File: src/rtl/exc_esc_pkg.sv
package exc_esc_pkg;

    typedef enum logic [1:0] {
        KIND_GENERIC = 2'd0,
        KIND_STEP    = 2'd1,
        KIND_ALIGN   = 2'd2,
        KIND_ALT     = 2'd3
    } req_kind_e;

    typedef enum logic {
        ST_READY = 1'b0,
        ST_HALT  = 1'b1
    } esc_state_e;

    localparam logic [31:0] VEC_DOUBLE     = 32'd8;
    localparam logic [31:0] VEC_PAGE       = 32'd14;
    localparam logic [31:0] VEC_STEP       = 32'd1;
    localparam logic [31:0] VEC_GPROT      = 32'd13;
    localparam logic [31:0] VEC_CONTRIB_LO = 32'd10;
    localparam logic [31:0] VEC_CONTRIB_HI = 32'd13;

    function automatic logic is_contrib(input logic [31:0] v);
        return (v == 32'd0) || (v >= VEC_CONTRIB_LO && v <= VEC_CONTRIB_HI);
    endfunction

    function automatic logic is_tracked(input logic [31:0] v);
        return is_contrib(v) || (v == VEC_PAGE) || (v == VEC_DOUBLE);
    endfunction

endpackage

File: src/rtl/exc_esc_classify.sv
module exc_esc_classify
    import exc_esc_pkg::*;
#(
    parameter int VEC_W = 8,
    parameter int ERR_W = 32,
    parameter int IP_W  = 32,
    parameter int ADD_W = 4
) (
    input  logic [1:0]       kind,
    input  logic [VEC_W-1:0] vec,
    input  logic [ERR_W-1:0] err,
    input  logic             swint,
    input  logic [IP_W-1:0]  cur_ip,
    input  logic [ADD_W-1:0] addend,
    input  logic             hist_valid,
    input  logic [VEC_W-1:0] hist_vec,
    output logic [VEC_W-1:0] res_vec,
    output logic [ERR_W-1:0] res_err,
    output logic             res_swint,
    output logic [IP_W-1:0]  res_next_ip,
    output logic             res_triple,
    output logic             res_track
);
    localparam int PAD_W = IP_W - ADD_W;

    logic [IP_W-1:0]  ip_plus;
    logic [31:0]      prev_w;
    logic [31:0]      new_w;
    logic [VEC_W-1:0] exc_vec;
    logic [ERR_W-1:0] exc_err;
    logic             exc_path;
    logic             escalate;

    assign ip_plus = cur_ip + {{PAD_W{1'b0}}, addend};
    assign prev_w  = 32'(hist_vec);

    always_comb begin
        exc_vec     = vec;
        exc_err     = err;
        exc_path    = 1'b0;
        res_vec     = vec;
        res_err     = err;
        res_swint   = 1'b0;
        res_next_ip = ip_plus;
        unique case (req_kind_e'(kind))
            KIND_STEP: begin
                res_vec     = VEC_W'(VEC_STEP);
                res_err     = '0;
                res_next_ip = cur_ip;
            end
            KIND_ALIGN: begin
                exc_vec     = VEC_W'(VEC_GPROT);
                exc_err     = '0;
                exc_path    = 1'b1;
                res_next_ip = cur_ip;
            end
            KIND_GENERIC, KIND_ALT: begin
                if (swint) begin
                    res_err   = '0;
                    res_swint = 1'b1;
                end else begin
                    exc_path = 1'b1;
                end
            end
        endcase

        new_w      = 32'(exc_vec);
        res_triple = exc_path && hist_valid && (prev_w == VEC_DOUBLE);
        escalate   = hist_valid && (
                        (is_contrib(prev_w) && is_contrib(new_w)) ||
                        ((prev_w == VEC_PAGE) &&
                         (is_contrib(new_w) || new_w == VEC_PAGE)));
        res_track  = 1'b0;

        if (exc_path) begin
            if (res_triple) begin
                res_vec = '0;
                res_err = '0;
            end else if (escalate) begin
                res_vec   = VEC_W'(VEC_DOUBLE);
                res_err   = '0;
                res_track = 1'b1;
            end else begin
                res_vec   = exc_vec;
                res_err   = exc_err;
                res_track = is_tracked(new_w);
            end
        end
    end
endmodule

File: src/rtl/exc_esc_history.sv
module exc_esc_history
    import exc_esc_pkg::*;
#(
    parameter int VEC_W = 8
) (
    input  logic             clk,
    input  logic             rst_n,
    input  logic             clear,
    input  logic             load,
    input  logic [VEC_W-1:0] load_vec,
    output logic             hist_valid,
    output logic [VEC_W-1:0] hist_vec
);
    always_ff @(posedge clk) begin
        if (!rst_n) begin
            hist_valid <= 1'b0;
            hist_vec   <= '0;
        end else if (load) begin
            hist_valid <= 1'b1;
            hist_vec   <= load_vec;
        end else if (clear) begin
            hist_valid <= 1'b0;
        end
    end

    AST_HIST_RELEVANT: assert property (@(posedge clk) disable iff (!rst_n)
        hist_valid |-> is_tracked(32'(hist_vec)));
endmodule

File: src/rtl/exc_esc_fsm.sv
module exc_esc_fsm
    import exc_esc_pkg::*;
#(
    parameter int VEC_W = 8,
    parameter int ERR_W = 32,
    parameter int IP_W  = 32
) (
    input  logic             clk,
    input  logic             rst_n,
    input  logic             req_valid,
    input  logic             ack,
    input  logic             guest,
    input  logic [VEC_W-1:0] res_vec,
    input  logic [ERR_W-1:0] res_err,
    input  logic             res_swint,
    input  logic [IP_W-1:0]  res_next_ip,
    input  logic             res_triple,
    output logic             accept,
    output logic             req_ready,
    output logic             out_valid,
    output logic [VEC_W-1:0] out_vector,
    output logic [ERR_W-1:0] out_error,
    output logic             out_swint,
    output logic             out_halt,
    output logic [IP_W-1:0]  out_next_ip,
    output logic             shutdown_req,
    output logic             guest_exit_req
);
    esc_state_e state_q, state_d;
    logic       guest_q;

    assign req_ready      = (state_q == ST_READY);
    assign accept         = req_valid && req_ready;
    assign shutdown_req   = (state_q == ST_HALT) && !guest_q;
    assign guest_exit_req = (state_q == ST_HALT) && guest_q;

    always_comb begin
        state_d = state_q;
        unique case (state_q)
            ST_READY: if (accept && res_triple) state_d = ST_HALT;
            ST_HALT:  if (ack)                  state_d = ST_READY;
        endcase
    end

    always_ff @(posedge clk) begin
        if (!rst_n) begin
            state_q <= ST_READY;
            guest_q <= 1'b0;
        end else begin
            state_q <= state_d;
            if (accept && res_triple) guest_q <= guest;
        end
    end

    always_ff @(posedge clk) begin
        if (!rst_n) begin
            out_valid   <= 1'b0;
            out_vector  <= '0;
            out_error   <= '0;
            out_swint   <= 1'b0;
            out_halt    <= 1'b0;
            out_next_ip <= '0;
        end else begin
            out_valid <= accept;
            if (accept) begin
                out_vector  <= res_vec;
                out_error   <= res_err;
                out_swint   <= res_swint;
                out_halt    <= res_triple;
                out_next_ip <= res_next_ip;
            end
        end
    end

    AST_ONE_PULSE: assert property (@(posedge clk) disable iff (!rst_n)
        accept |=> out_valid);
    AST_NO_SPURIOUS: assert property (@(posedge clk) disable iff (!rst_n)
        !accept |=> !out_valid);
    AST_HOLD_OFF: assert property (@(posedge clk) disable iff (!rst_n)
        (shutdown_req || guest_exit_req) |-> !req_ready);
    AST_EXIT_EXCL: assert property (@(posedge clk) disable iff (!rst_n)
        !(shutdown_req && guest_exit_req));
    AST_HALT_SIGNAL: assert property (@(posedge clk) disable iff (!rst_n)
        (out_valid && out_halt) |-> (shutdown_req || guest_exit_req));
    AST_SWINT_ZERO: assert property (@(posedge clk) disable iff (!rst_n)
        (out_valid && out_swint) |-> (out_error == '0));
endmodule

File: src/rtl/exc_escalator.sv
module exc_escalator
    import exc_esc_pkg::*;
#(
    parameter int VEC_W = 8,
    parameter int ERR_W = 32,
    parameter int IP_W  = 32,
    parameter int ADD_W = 4
) (
    input  logic             clk,
    input  logic             rst_n,
    input  logic             req_valid,
    output logic             req_ready,
    input  logic [1:0]       req_kind,
    input  logic [VEC_W-1:0] req_vector,
    input  logic [ERR_W-1:0] req_error,
    input  logic             req_swint,
    input  logic [IP_W-1:0]  cur_ip,
    input  logic [ADD_W-1:0] ip_addend,
    input  logic             guest_mode,
    input  logic             delivery_done,
    output logic             out_valid,
    output logic [VEC_W-1:0] out_vector,
    output logic [ERR_W-1:0] out_error,
    output logic             out_swint,
    output logic             out_halt,
    output logic [IP_W-1:0]  out_next_ip,
    output logic             shutdown_req,
    output logic             guest_exit_req
);
    logic             hist_valid;
    logic [VEC_W-1:0] hist_vec;
    logic             hist_seen;
    logic [VEC_W-1:0] res_vec;
    logic [ERR_W-1:0] res_err;
    logic             res_swint;
    logic [IP_W-1:0]  res_next_ip;
    logic             res_triple;
    logic             res_track;
    logic             accept;

    // a completion in the same cycle empties the history before judging
    assign hist_seen = hist_valid && !delivery_done;

    exc_esc_classify #(
        .VEC_W(VEC_W), .ERR_W(ERR_W), .IP_W(IP_W), .ADD_W(ADD_W)
    ) u_classify (
        .kind(req_kind), .vec(req_vector), .err(req_error), .swint(req_swint),
        .cur_ip(cur_ip), .addend(ip_addend),
        .hist_valid(hist_seen), .hist_vec(hist_vec),
        .res_vec(res_vec), .res_err(res_err), .res_swint(res_swint),
        .res_next_ip(res_next_ip), .res_triple(res_triple), .res_track(res_track)
    );

    exc_esc_history #(.VEC_W(VEC_W)) u_history (
        .clk(clk), .rst_n(rst_n),
        .clear(delivery_done),
        .load(accept && res_track),
        .load_vec(res_vec),
        .hist_valid(hist_valid), .hist_vec(hist_vec)
    );

    exc_esc_fsm #(.VEC_W(VEC_W), .ERR_W(ERR_W), .IP_W(IP_W)) u_fsm (
        .clk(clk), .rst_n(rst_n),
        .req_valid(req_valid), .ack(delivery_done), .guest(guest_mode),
        .res_vec(res_vec), .res_err(res_err), .res_swint(res_swint),
        .res_next_ip(res_next_ip), .res_triple(res_triple),
        .accept(accept), .req_ready(req_ready),
        .out_valid(out_valid), .out_vector(out_vector), .out_error(out_error),
        .out_swint(out_swint), .out_halt(out_halt), .out_next_ip(out_next_ip),
        .shutdown_req(shutdown_req), .guest_exit_req(guest_exit_req)
    );

    AST_TRIPLE_NEEDS_DOUBLE: assert property (@(posedge clk) disable iff (!rst_n)
        (accept && res_triple) |-> (hist_valid && 32'(hist_vec) == VEC_DOUBLE));
    AST_DONE_CLEARS: assert property (@(posedge clk) disable iff (!rst_n)
        (delivery_done && !(accept && res_track)) |=> !hist_valid);
endmodule

File: config.mk
export PLATFORM = sky130hd
export DESIGN_NAME = exc_escalator
export DESIGN_NICKNAME = d
export VERILOG_FILES = /design/src/rtl/exc_esc_pkg.sv /design/src/rtl/exc_esc_classify.sv /design/src/rtl/exc_esc_history.sv /design/src/rtl/exc_esc_fsm.sv /design/src/rtl/exc_escalator.sv
export SDC_FILE = /design/constraint.sdc
export NUM_CORES = 1
export LEC_CHECK = 0
export CAP_MARGIN = 20
export CORE_ASPECT_RATIO = 1.75
export CORE_MARGIN = 2
export CORE_UTILIZATION = 45
export DETAILED_ROUTE_END_ITERATION = 6
export DONT_BUFFER_PORTS = 1
export GPL_TIMING_DRIVEN = 0
export SLEW_MARGIN = 30
export SYNTH_ARGS = -nofsm -noshare
export SYNTH_HDL_FRONTEND = slang
export SYNTH_SLANG_ARGS = --single-unit
File: constraint.sdc
create_clock -name clk -period 6.14 [get_ports clk]
set_input_delay 0.921 -clock clk [delete_from_list [all_inputs] [get_ports clk]]
set_output_delay 0.921 -clock clk [all_outputs]
set_load 0.01 [all_outputs]
==> impl_metrics.yaml <==
grt:
  grt_start_max_net_pins: 16
  antenna_violations_before_repair: 0
  grt.total_usage_pct: 21.6
  grt_remaining_overflow: 0
  first_global_vias: 3119
  wire_length_of_the_first_global_routing_pass_um: 15400
floorplan:
  ios: 162
  die_footprint_um2: 9310
  dieHeight_um: 126
  chipWidth_um: 73.8
  initial_core_util_pct: 46.1
  core_region_area_um2: 8310
  placementRows: 44
critical_path:
  library_cell_contributing_the_largest_single_delay_on_the_critical_path: "sky130_fd_sc_hd__nor4_1"
  cpMostUsedCell: "sky130_fd_sc_hd__clkbuf_1"
  cp_cell_sequence: "inv_1 -> ha_1 -> clkbuf_1 -> a21oi_1 -> clkbuf_1 -> nor4_1 -> mux2i_1 -> nor2_1"
  timing.critical_path.from_type: "input port"
  data_arrival_time_of_the_worst_path_ns: 2.92
  worst_path_largest_cell_delay_ns: 0.63
  worst-setup-path-type: "input port to flip-flop"
  critPathBufInv: 3
  type_of_element_capturing_the_critical_path: "flip-flop"
  timing.critical_path.max_delay_family: "buffers and inverters"
  critical_path_required_ns: 6.35
  worst-path-max-fanout: 10
sta:
  finalSetupTns_ns: 0
  finalWorstSetupSlack_ns: 3.43
  timing.slew.headroom_pct: 54.9
  hold-worst-slack_ns: 0.479
  setup_repair_after_global_routing_missed_its_margin: "false"
  tightest_slew_ns: 0.670
  period_share_pct: 44.1
  final_max_slew_viol_count: 0
  hold_viol_final: 0
  worst_clock_skew_ns: 0.00735
  timing.fmax_mhz: 369
  setup_viol_count_final: 0
  fin_crit_period_ns: 2.71
clock_tree:
  clock-root-buffer: "sky130_fd_sc_hd__clkbuf_16"
  cts_tree: "yes"
  clk_latency_ns: 0.34
  cts-htree-levels: 3
  clock_tree.buffer_depth: 2
  post_cts_hold_buffer_count: 0
  clkSinkCount: 86
  postCtsResizedCells: 0
  numCtsBuffers: 9
  clk_transition_reported_paths_ns: 0.06
  cts_post_setup_buffers_inserted: 0
logic_synthesis:
  synthesis.instances: 412
  syn-cell-area_um2: 3840
  synth_async_sr_flop_share_pct: 0
  combinational_family_with_the_most_area_after_synthesis: "compound AO/OA/AOI/OAI gates"
  yosysSeqAreaShare_pct: 44.9
  synth-main-ff-cell: "sky130_fd_sc_hd__dfxtp_1"
  synth_fp_nets: 503
  synth.avg_cell_area_um2: 9.31
  synth_cell_types: 52
  synth_mux_area_share_pct: 1.04
  synth-xor-area-share_pct: 7.05
  ys_top_cells_by_count: "86 x sky130_fd_sc_hd__dfxtp_1, 40 x sky130_fd_sc_hd__nor2_1, 32 x sky130_fd_sc_hd__a22o_1, 27 x sky130_fd_sc_hd__a21oi_1"
  synth_edf_count: 0
  ys_seq_elements: 86
  synth-compound-area-share_pct: 23.4
  yosysWarningCount: 0
  synth_simple_gate_area_share_pct: 17.1
  yosys.area.top_type: "sky130_fd_sc_hd__dfxtp_1"
  post_synth_fa_ha_maj_area_fraction_pct: 2.48
  synth_top_cells_by_area: "sky130_fd_sc_hd__dfxtp_1 45%, sky130_fd_sc_hd__a22o_1 7.3%, sky130_fd_sc_hd__nor2_1 3.9%, sky130_fd_sc_hd__a211oi_1 3.5%, sky130_fd_sc_hd__a21oi_1 3.5%"
  post_synth_top_area_share_pct: 44.9
  synthMostInstantiatedCell: "sky130_fd_sc_hd__dfxtp_1"
power:
  max-vdd-ir-drop_mv: 0.160
  total_leakage_power_uw: 0.00158
  cellPowerDensity_nw_per_um2: 299
  totalPowerFinal_uw: 1280
min_path:
  timing.hold.worst.class: "flip-flop to flip-flop"
placement:
  placed_cells_incl_taps: 527
  buffer_ports.inserted: 0
  preCtsSetupSlack_ns: 3.10
  place.detailed.hpwl_um: 7620
  finalWeightedCongestion: 0.860
routing:
  first_pass_iters: 4
  vias: 3135
  detail_route.iter0.violations: 124
  drt-wirelength-per-cell_um: 18.3
  drcViolationCount: 0
  via_per_instance_ratio: 5.77
  drt-total-wl_um: 9940
  route.antenna.remaining_nets: 0
job:
  cap_violations: 0
layout:
  layout.nets: 514
  drive_gt1_share_pct: 6.54
  fin_cells: 543
  antenna-diode-count: 0
  syn_to_final_growth_pct: 11.6
outcome:
  outcome: "completed"
## per-layer routing
layer / global-route usage [%] / wire length (µm) / up-vias / share of wire, %
met3: 8.56 / 819 / 15 / 8.2
met5: 0 / 0 / - / 0
met4: 8.66 / 203 / 0 / 2.0
met1: 20.5 / 3300 / 1471 / 33
met2: 39.7 / 5620 / 127 / 57
li1: - / - / 1522 / -
## logic make-up after synthesis
| kind of cell | Yosys count |
|---|---|
| buf+inv | 35 |
| simple gates | 125 |
| compound gates | 125 |
| fa+ha+maj | 7 |
| xor+xnor | 30 |
| mux | 4 |
| flops | 86 |
## state kept, by name (all words and copies together), names as in the netlist
signal	flops
u_fsm.guest_q	1
u_fsm.out_error	32
u_fsm.out_halt	1
u_fsm.out_next_ip	32
u_fsm.out_swint	1
u_fsm.out_valid	1
u_fsm.out_vector	8
u_fsm.state_q	1
u_history.hist_valid	1
u_history.hist_vec	8
## final timing paths
check | from | end | slack (ns) | depth (start not counted)
worst max-delay path | req_kind[0] | u_fsm.guest_q | 3.43 | 8
worst min-delay path | u_history.hist_vec[4] | u_history.hist_vec[4] | 0.48 | 1
worst min register to register | u_history.hist_vec[4] | u_history.hist_vec[4] | 0.48 | 1
worst max register to register | u_history.hist_vec[7] | u_fsm.out_vector[0] | 3.88 | 6
## cells in the final DEF, fill, tap and decap left out, drive strengths merged, types with 8 or more instances in the layout
master and instances:
dfxtp 86, nor2 41, a22o 32, a21oi 27
clkbuf 27, o21ai 25, nand2 21, a211oi 18
xnor2 15, xor2 15, inv 12, nand3 11
and3 8, and2 8
## through the flow
step	area, µm²	util [%]
floorplan	3840	-
global placement	3980	47.9
detailed placement	3980	47.9
CTS	4280	51.5
global route	4280	51.5
finish	4280	51.5
## power breakdown
part           total (µW)  switching [µW]  leakage (µW)  internal (µW)
Clock                 541             225      0.000138            315
Combinational         113            66.0      0.000739           46.7
Sequential            624            35.4      0.000706            589
## final cells by class
cell class | count | area [µm²]
Sequential cell | 86 | 1720
Fill cell | 817 | 4030
Buffer | 23 | 110
Clock inverter | 7 | 75.1
Inverter | 12 | 45.0
Multi-Input combinational cell | 291 | 1960
Tap cell | 115 | 144
Clock buffer | 9 | 225
(Power assumes the default switching activity.)
